[src/rtl/bubble_fifo.sv]
module bubble_fifo #(
  parameter int DEPTH = 16,
  parameter int WIDTH = 4
) (
  input  logic             clk,
  input  logic             clear,
  input  logic             shin,
  input  logic [WIDTH-1:0] din,
  output logic             in_rdy,
  input  logic             shout,
  input  logic             out_off,
  output logic [WIDTH-1:0] dout,
  output logic             out_rdy
);
  localparam int LAST = DEPTH - 1;

  logic [DEPTH-1:0] mark;
  logic [DEPTH-1:0] enter;
  logic [DEPTH-1:0] leave;
  logic [WIDTH-1:0] word [DEPTH];
  logic             shin_q, shout_q, off_q;
  logic             load, dump;

  assign in_rdy  = ~mark[0];
  assign out_rdy = mark[LAST];
  assign dout    = out_off ? '0 : word[LAST];

  assign load = shin & ~shin_q & ~mark[0];
  assign dump = ~shout & ~out_off & (shout_q | off_q) & mark[LAST];

  always_ff @(posedge clk) begin
    if (clear) begin
      shin_q  <= 1'b0;
      shout_q <= 1'b0;
      off_q   <= 1'b0;
    end else begin
      shin_q  <= shin;
      shout_q <= shout;
      off_q   <= out_off;
    end
  end

  for (genvar i = 0; i < DEPTH; i++) begin : g_stage
    logic             m;
    logic [WIDTH-1:0] w;
    logic [WIDTH-1:0] src;

    if (i == 0) begin : g_head
      assign enter[i] = load;
      assign src      = din;
    end else begin : g_body
      assign enter[i] = mark[i-1] & ~mark[i];
      assign src      = word[i-1];
    end

    if (i == LAST) begin : g_tail
      assign leave[i] = dump;
    end else begin : g_pass
      assign leave[i] = mark[i] & ~mark[i+1];
    end

    always_ff @(posedge clk) begin
      if (clear) m <= 1'b0;
      else       m <= (m & ~leave[i]) | enter[i];
      if (!clear && enter[i]) w <= src;
    end

    assign mark[i] = m;
    assign word[i] = w;
  end
endmodule

[config.mk]
export PLATFORM = sky130hd
export DESIGN_NAME = bubble_fifo
export DESIGN_NICKNAME = d
export VERILOG_FILES = /design/src/rtl/bubble_fifo.sv
export SDC_FILE = /design/constraint.sdc
export NUM_CORES = 1
export LEC_CHECK = 0
export ABC_AREA = 1
export BUFFER_PORTS_ARGS = -buffer_cell sky130_fd_sc_hd__buf_2
export CORE_ASPECT_RATIO = 0.75
export CORE_MARGIN = 2
export CORE_UTILIZATION = 55
export CTS_BUF_LIST = sky130_fd_sc_hd__clkbuf_8
export DETAILED_ROUTE_END_ITERATION = 7
export PLACE_DENSITY = 0.73
export SLEW_MARGIN = 20
export SYNTH_ARGS = -nofsm -noshare
export SYNTH_HDL_FRONTEND = slang
export SYNTH_SLANG_ARGS = --single-unit
[constraint.sdc]
create_clock -name clk -period 1.48 [get_ports clk]
set_input_delay 0.296 -clock clk [delete_from_list [all_inputs] [get_ports clk]]
set_output_delay 0.296 -clock clk [all_outputs]
set_load 0.03 [all_outputs]
==> results of run 1 <==
-- power by group through the flow --
stage	sequential, W	combinational, W	clock (W)
finish	0.00251	0.0000853	0.00155
global placement	0.00257	0.0000845	0
floorplan	0.00256	0.0000598	0
global route	0.00252	0.0000981	0.00169
detailed placement	0.00257	0.0000869	0
CTS	0.00251	0.0000870	0.00160
-- critical path, delay by kind of cell, from the launching register on --
family / cells / cell delay [ns]
buffers and inverters: 2 / 0.23
DFF: 1 / 0.33
and+or+nand+nor: 1 / 0.07
-- cells in the final DEF, fill, tap and decap left out --
| cell | netlist | routed |
|---|---|---|
| bufinv_16 | 0 | 1 |
| clkbuf_8 | 0 | 9 |
| nand3_2 | 2 | 2 |
| nor2_4 | 1 | 1 |
| dfxtp_1 | 19 | 19 |
| buf_2 | 0 | 14 |
| edfxtp_1 | 64 | 64 |
| inv_6 | 0 | 1 |
| nand3_1 | 3 | 3 |
| nand2_1 | 32 | 32 |
| clkinv_4 | 1 | 2 |
| clkinvlp_4 | 0 | 2 |
| buf_4 | 0 | 1 |
| a21oi_2 | 7 | 7 |
| o21ai_2 | 1 | 1 |
| inv_1 | 26 | 28 |
| buf_12 | 0 | 1 |
| a21oi_1 | 4 | 4 |
| nor2_1 | 24 | 24 |
-- area by class of cell --
cell class              instances  area [µm²]  share of cell area [%]
flip-flops and latches         83        2300                    73.7
clock inverters                 7        70.1                    2.24
multi-input cells              74         347                    11.1
repair buffers                 16        97.6                    3.13
well taps                      60        75.1                    2.40
inverters                      27         106                    3.41
clock buffers                   9         124                    3.97
-- through the flow --
step	power (W)	std cells	area [µm²]	setup slack (ns)	utilization (%)
floorplan	0.00262	187	2790	0.363	-
finish	0.00415	276	3120	0.212	63.7
global placement	0.00265	260	2930	0.244	59.8
global route	0.00431	276	3120	0.0900	63.7
detailed placement	0.00265	260	2930	0.195	59.8
CTS	0.00420	276	3120	0.182	63.7
-- worst max-delay path by stage --
stage | start | endpoint | slack, ns | cells after the start
finish | g_stage[15].w[0] | dout[0] | 0.21 | 3
global route | g_stage[15].w[2] | dout[2] | 0.09 | 3
CTS | g_stage[15].w[1] | dout[1] | 0.18 | 3
detailed placement | clear | g_stage[10].src[0] | 0.20 | 4
global placement | clear | g_stage[0].w[1] | 0.24 | 5
floorplan | clear | g_stage[6].w[0] | 0.36 | 3
-- flip-flops by register name (all words and copies together) (netlist names) --
| signal | cells |
|---|---|
| shin_q | 1 |
| g_stage.m | 15 |
| out_rdy | 1 |
| g_stage.w | 60 |
| shout_q | 1 |
| g_stage.src | 4 |
| off_q | 1 |
-- cells by family after synthesis --
| kind of cell | after synthesis | share of synthesized area, % |
|---|---|---|
| DFF | 83 | 82.5 |
| and+or+nand+nor | 62 | 9.20 |
| AOI/OAI and AO/OA | 12 | 3.23 |
| buffers and inverters | 30 | 5.02 |
-- routing by layer --
layer	part of all wire, %	vias up	wire (µm)
li1	-	671	-
met1	47	607	1730
met2	46	19	1700
met3	4.1	9	150
met4	2.1	0	77
met5	0	-	0
==> results_dict.tcl, run 1 <==
set metrics [dict create \
    max_freq_mhz 789 \
    power_frac_comb_pct 2.1 \
    leakagePower_nw 1.10 \
    die_w_um 86.2 \
    worstPathMaxFanout 1 \
    synth_area_leaders "edfxtp_1 69%, dfxtp_1 14%, nand2_1 4.3%" \
    yosys_warnings 0 \
    cts-root-buf "clkbuf_8" \
    max_stage_delay_ns 0.33 \
    clockBufferDepth 2 \
    top_usage_layer "met2" \
    layout-drive-gt1-share_pct 19.4 \
    finalWirelength_mm 3.66 \
    vias_per_cell 4.73 \
    synthTopCellsByCount "64 x edfxtp_1, 32 x nand2_1, 26 x inv_1" \
    die_area_um2 5660 \
    cts_tree "yes" \
    cp-start-kind "register" \
    ys_seq_area_share_pct 82.5 \
    synth_area_leader_cell "edfxtp_1" \
    seq_power_share_pct 60.6 \
    cts.htree.levels 3 \
    syn_avg_cell_area_um2 14.9 \
    use_met3_pct 7.91 \
    grt_max_degree 21 \
    wire_per_inst_um 13.3 \
    postCtsSetupBuffers 0 \
    reg2reg_from "g_stage[2].m" \
    max-vdd-ir-drop_v 0.000726 \
    drc_errors 0 \
    post_cts_resized 0 \
    cts_buffers 9 \
    fin_setup_tns_ns 0 \
    clkTransAtPathRegs_ns 0.08 \
    ys_ff_latch 83 \
    synth_cells 187 \
    min_to "g_stage[0].w[3]" \
    grtUsageTotal_pct 16.0 \
    reg2regPathDepth 2 \
    tightest_slew_ns 0.356 \
    io-pin-count 15 \
    post-synth-top-count-cell "edfxtp_1" \
    p_int_w 0.00331 \
    grtUsageMet1_pct 19.2 \
    drtIter0Drc 59 \
    coreArea_um2 4900 \
    clkSinkCount 83 \
    power.switching_w 0.000839 \
    worstSetupPathType "reg2out" \
    met2_usage_pct 24.3 \
    netlist.area_leader.share_pct 68.9 \
    r2r-end "g_stage[3].w[1]" \
    hp-class "in2reg" \
    post-route-period-util_pct 85.7 \
    overflow 0 \
    synth_nets 196 \
    gp_congestion 0.752 \
    outcome "complete, no violations" \
    port_buffers 14 \
    crit_slowest_cell "edfxtp_1" \
    grt_pass1_vias 1329 \
    nets 220 \
    post-dp-hpwl_mm 2.37 \
    rsz0062_at_grt "false" \
    worst-endpoint-arrival_ns 0.97 \
    synth.distinct_cells 13 \
    path_cells "inv_1 -> nor2_1 -> buf_2" \
    synth_area_um2 2790 \
    grt_first_pass_wirelength_mm 6.24 \
    finClkSkew_ns 0.00797 \
    reg2reg_setup_slack_ns 0.33 \
    ant_nets 0 \
    final_max_slew_viol_count 0 \
    start_util_pct 56.9 \
    antenna_found_initial 0 \
    critical_path_required_ns 1.18 \
    hold_path_depth 1 \
    switching_share_pct 20.2 \
    async_flop_share_pct 0 \
    maxCapViolCount 0 \
    row_count 22 \
    min_period_ns 1.27 \
    dr_total_vias 1306 \
    power.density_nw_per_um2 1330 \
    syn2layout_area_growth_pct 11.9 \
    power_frac_clock_pct 37.3 \
    ctsHoldBuffers 0 \
    diodes 0 \
    finalHoldViolations 0 \
    ys.flop_type "edfxtp_1" \
    fp.dieH_um 65.7 \
    finalSetupViolations 0 \
    fillerInstances 383 \
    fin_hold_ws_ns 0.119 \
    synth-edff-count 64 \
    slew_headroom_pct 76.2 \
    crit_path_end_kind "output port" \
    drt_pass1_iterations 4 \
    worstHoldStart "din[3]" \
    clkLatencyLatePin_ns 0.35 \
]
(Power assumes the default switching activity.)
==> run 2, diff against run 1 <==
--- a/config.mk
+++ b/config.mk
@@ -12,7 +12,7 @@
 export CORE_UTILIZATION = 55
 export CTS_BUF_LIST = sky130_fd_sc_hd__clkbuf_8
 export DETAILED_ROUTE_END_ITERATION = 7
-export PLACE_DENSITY = 0.73
+export PLACE_DENSITY = 0.71
 export SLEW_MARGIN = 20
 export SYNTH_ARGS = -nofsm -noshare
 export SYNTH_HDL_FRONTEND = slang
==> constraint.sdc (replaced) <==
create_clock -name clk -period 1.35 [get_ports clk]
set_input_delay 0.27 -clock clk [delete_from_list [all_inputs] [get_ports clk]]
set_output_delay 0.27 -clock clk [all_outputs]
set_load 0.03 [all_outputs]
==> results_dict.tcl, run 2 (synthesized netlist as in run 1, its figures left out) <==
set metrics [dict create \
    wire_per_inst_um 13.6 \
    max_freq_mhz 778 \
    max_stage_delay_ns 0.34 \
    die_w_um 86.2 \
    critical_path_required_ns 1.08 \
    final_cell_mix "64 x edfxtp_1, 32 x nand2_1, 26 x inv_1" \
    dr_total_vias 1337 \
    grt_pass1_vias 1367 \
    final_max_slew_viol_count 0 \
    max-vdd-ir-drop_v 0.000930 \
    clkTransAtPathRegs_ns 0.08 \
    leakagePower_nw 1.10 \
    post-dp-hpwl_mm 2.48 \
    worstPathMaxFanout 1 \
    diodes 0 \
    die_area_um2 5660 \
    maxCapViolCount 0 \
    antenna_found_initial 0 \
    r2r-end "g_stage[3].w[1]" \
    drt_pass1_iterations 5 \
    postCtsSetupBuffers 0 \
    critPathTopFamily "flip-flops" \
    overflow 0 \
    post-route-period-util_pct 95.2 \
    worst-endpoint-arrival_ns 1.02 \
    cts.htree.levels 3 \
    slew_headroom_pct 77.3 \
    vias_per_cell 4.83 \
    grtUsageTotal_pct 15.5 \
    cts-root-buf "clkbuf_8" \
    worstSetupPathType "reg2out" \
    path_buf_inv 2 \
    clkLatencyLatePin_ns 0.34 \
    port_buffers 14 \
    cp-start-kind "register" \
    hold_path_depth 1 \
    regMostFlops "g_stage.w" \
    reg2reg_setup_slack_ns 0.22 \
    worstHoldStart "din[2]" \
    drtIter0Drc 85 \
    layout-drive-gt1-share_pct 20.3 \
    syn2layout_area_growth_pct 12.1 \
    row_count 22 \
    cts_tree "yes" \
    final_common_cell "edfxtp_1" \
    ant_nets 0 \
    clkSinkCount 83 \
    finalWirelength_mm 3.77 \
    final_util_pct 63.8 \
    tightest_slew_ns 0.340 \
    fp.dieH_um 65.7 \
    finalSetupViolations 0 \
    setup_ws_ns 0.0649 \
    io-pin-count 15 \
    start_util_pct 56.9 \
    gp_congestion 0.724 \
    grt_max_degree 16 \
    min_to "g_stage[0].w[2]" \
    clockBufferDepth 2 \
    path_cells "inv_1 -> nor2_1 -> buf_2" \
    nets 221 \
    power.density_nw_per_um2 1470 \
    hp-class "in2reg" \
    grt_first_pass_wirelength_mm 6.11 \
    finClkSkew_ns 0.00728 \
    coreArea_um2 4900 \
    reg2reg_from "g_stage[2].m" \
    finalHoldViolations 0 \
    ctsHoldBuffers 0 \
    min_period_ns 1.29 \
    outcome "complete, no violations" \
    reg2regPathDepth 2 \
    dp_slack_ns 0.0662 \
    crit_slowest_cell "edfxtp_1" \
    crit_path_end_kind "output port" \
    largest_register_ff_count 60 \
    drc_errors 0 \
    cts_buffers 9 \
]
run 2: cell types whose count changed in the layout (fill, tap and decap cells not counted), sizes merged:
cell and change:
clkbuf +1
run 2: per-layer routing:
metal	wire length [µm]	part of all wire (%)	up-vias	track usage, %
met2	1880	50	25	25.7
met5	0	0	-	0
met1	1640	44	632	16.7
li1	-	-	672	-
met4	92	2.4	0	6.84
met3	151	4.0	8	8.04
run 2: how the worst max path moves through the flow:
stage / startpoint / slack (ns) / cells after the start / end
global route: g_stage[15].w[1] / -0.005 / 3 / dout[1]
global placement: clear / 0.15 / 3 / g_stage[10].w[0]
floorplan: clear / 0.26 / 3 / g_stage[6].w[0]
detailed placement: clear / 0.07 / 3 / g_stage[11].w[2]
finish: g_stage[15].w[3] / 0.06 / 3 / dout[3]
CTS: g_stage[15].w[3] / 0.04 / 3 / dout[3]
run 2: report_power, final:
part	total (W)	leakage (nW)	internal [W]	switching [W]
clock	0.00174	0.0943	0.000867	0.000873
sequential	0.00275	0.731	0.00274	0.0000112
combinational	0.0000927	0.274	0.0000308	0.0000619
total	0.00459	1.10	0.00364	0.000946
run 2: layout make-up:
class / count / area, µm²
Inverter: 27 / 106
Clock inverter: 7 / 75.1
Timing Repair Buffer: 17 / 97.6
Fill cell: 369 / 1770
Multi-Input combinational cell: 74 / 347
Sequential cell: 83 / 2300
Clock buffer: 9 / 124
Tap cell: 60 / 75.1
run 2: repair_timing:
action / CTS / global route
resized for setup: 0 / 3
hold endpoints to repair: 0 / 0
endpoints found under the setup margin: 0 / 2
run 2: per-stage QoR:
stage | hold WS [ns] | power, W | instances | area (µm²) | TNS [ns]
floorplan | 0.369 | 0.00287 | 187 | 2790 | 0
global placement | 0.401 | 0.00290 | 261 | 2920 | 0
detailed placement | 0.405 | 0.00290 | 261 | 2920 | 0
CTS | 0.0775 | 0.00463 | 277 | 3120 | 0
global route | 0.0640 | 0.00475 | 277 | 3130 | -0.00505
finish | 0.0935 | 0.00459 | 277 | 3130 | 0
run 2: worst register-to-register path, stage by stage (launching register included):
cell	delay [ns]
dfxtp_1	0.39
nand2_1	0.13
nor2_1	0.29
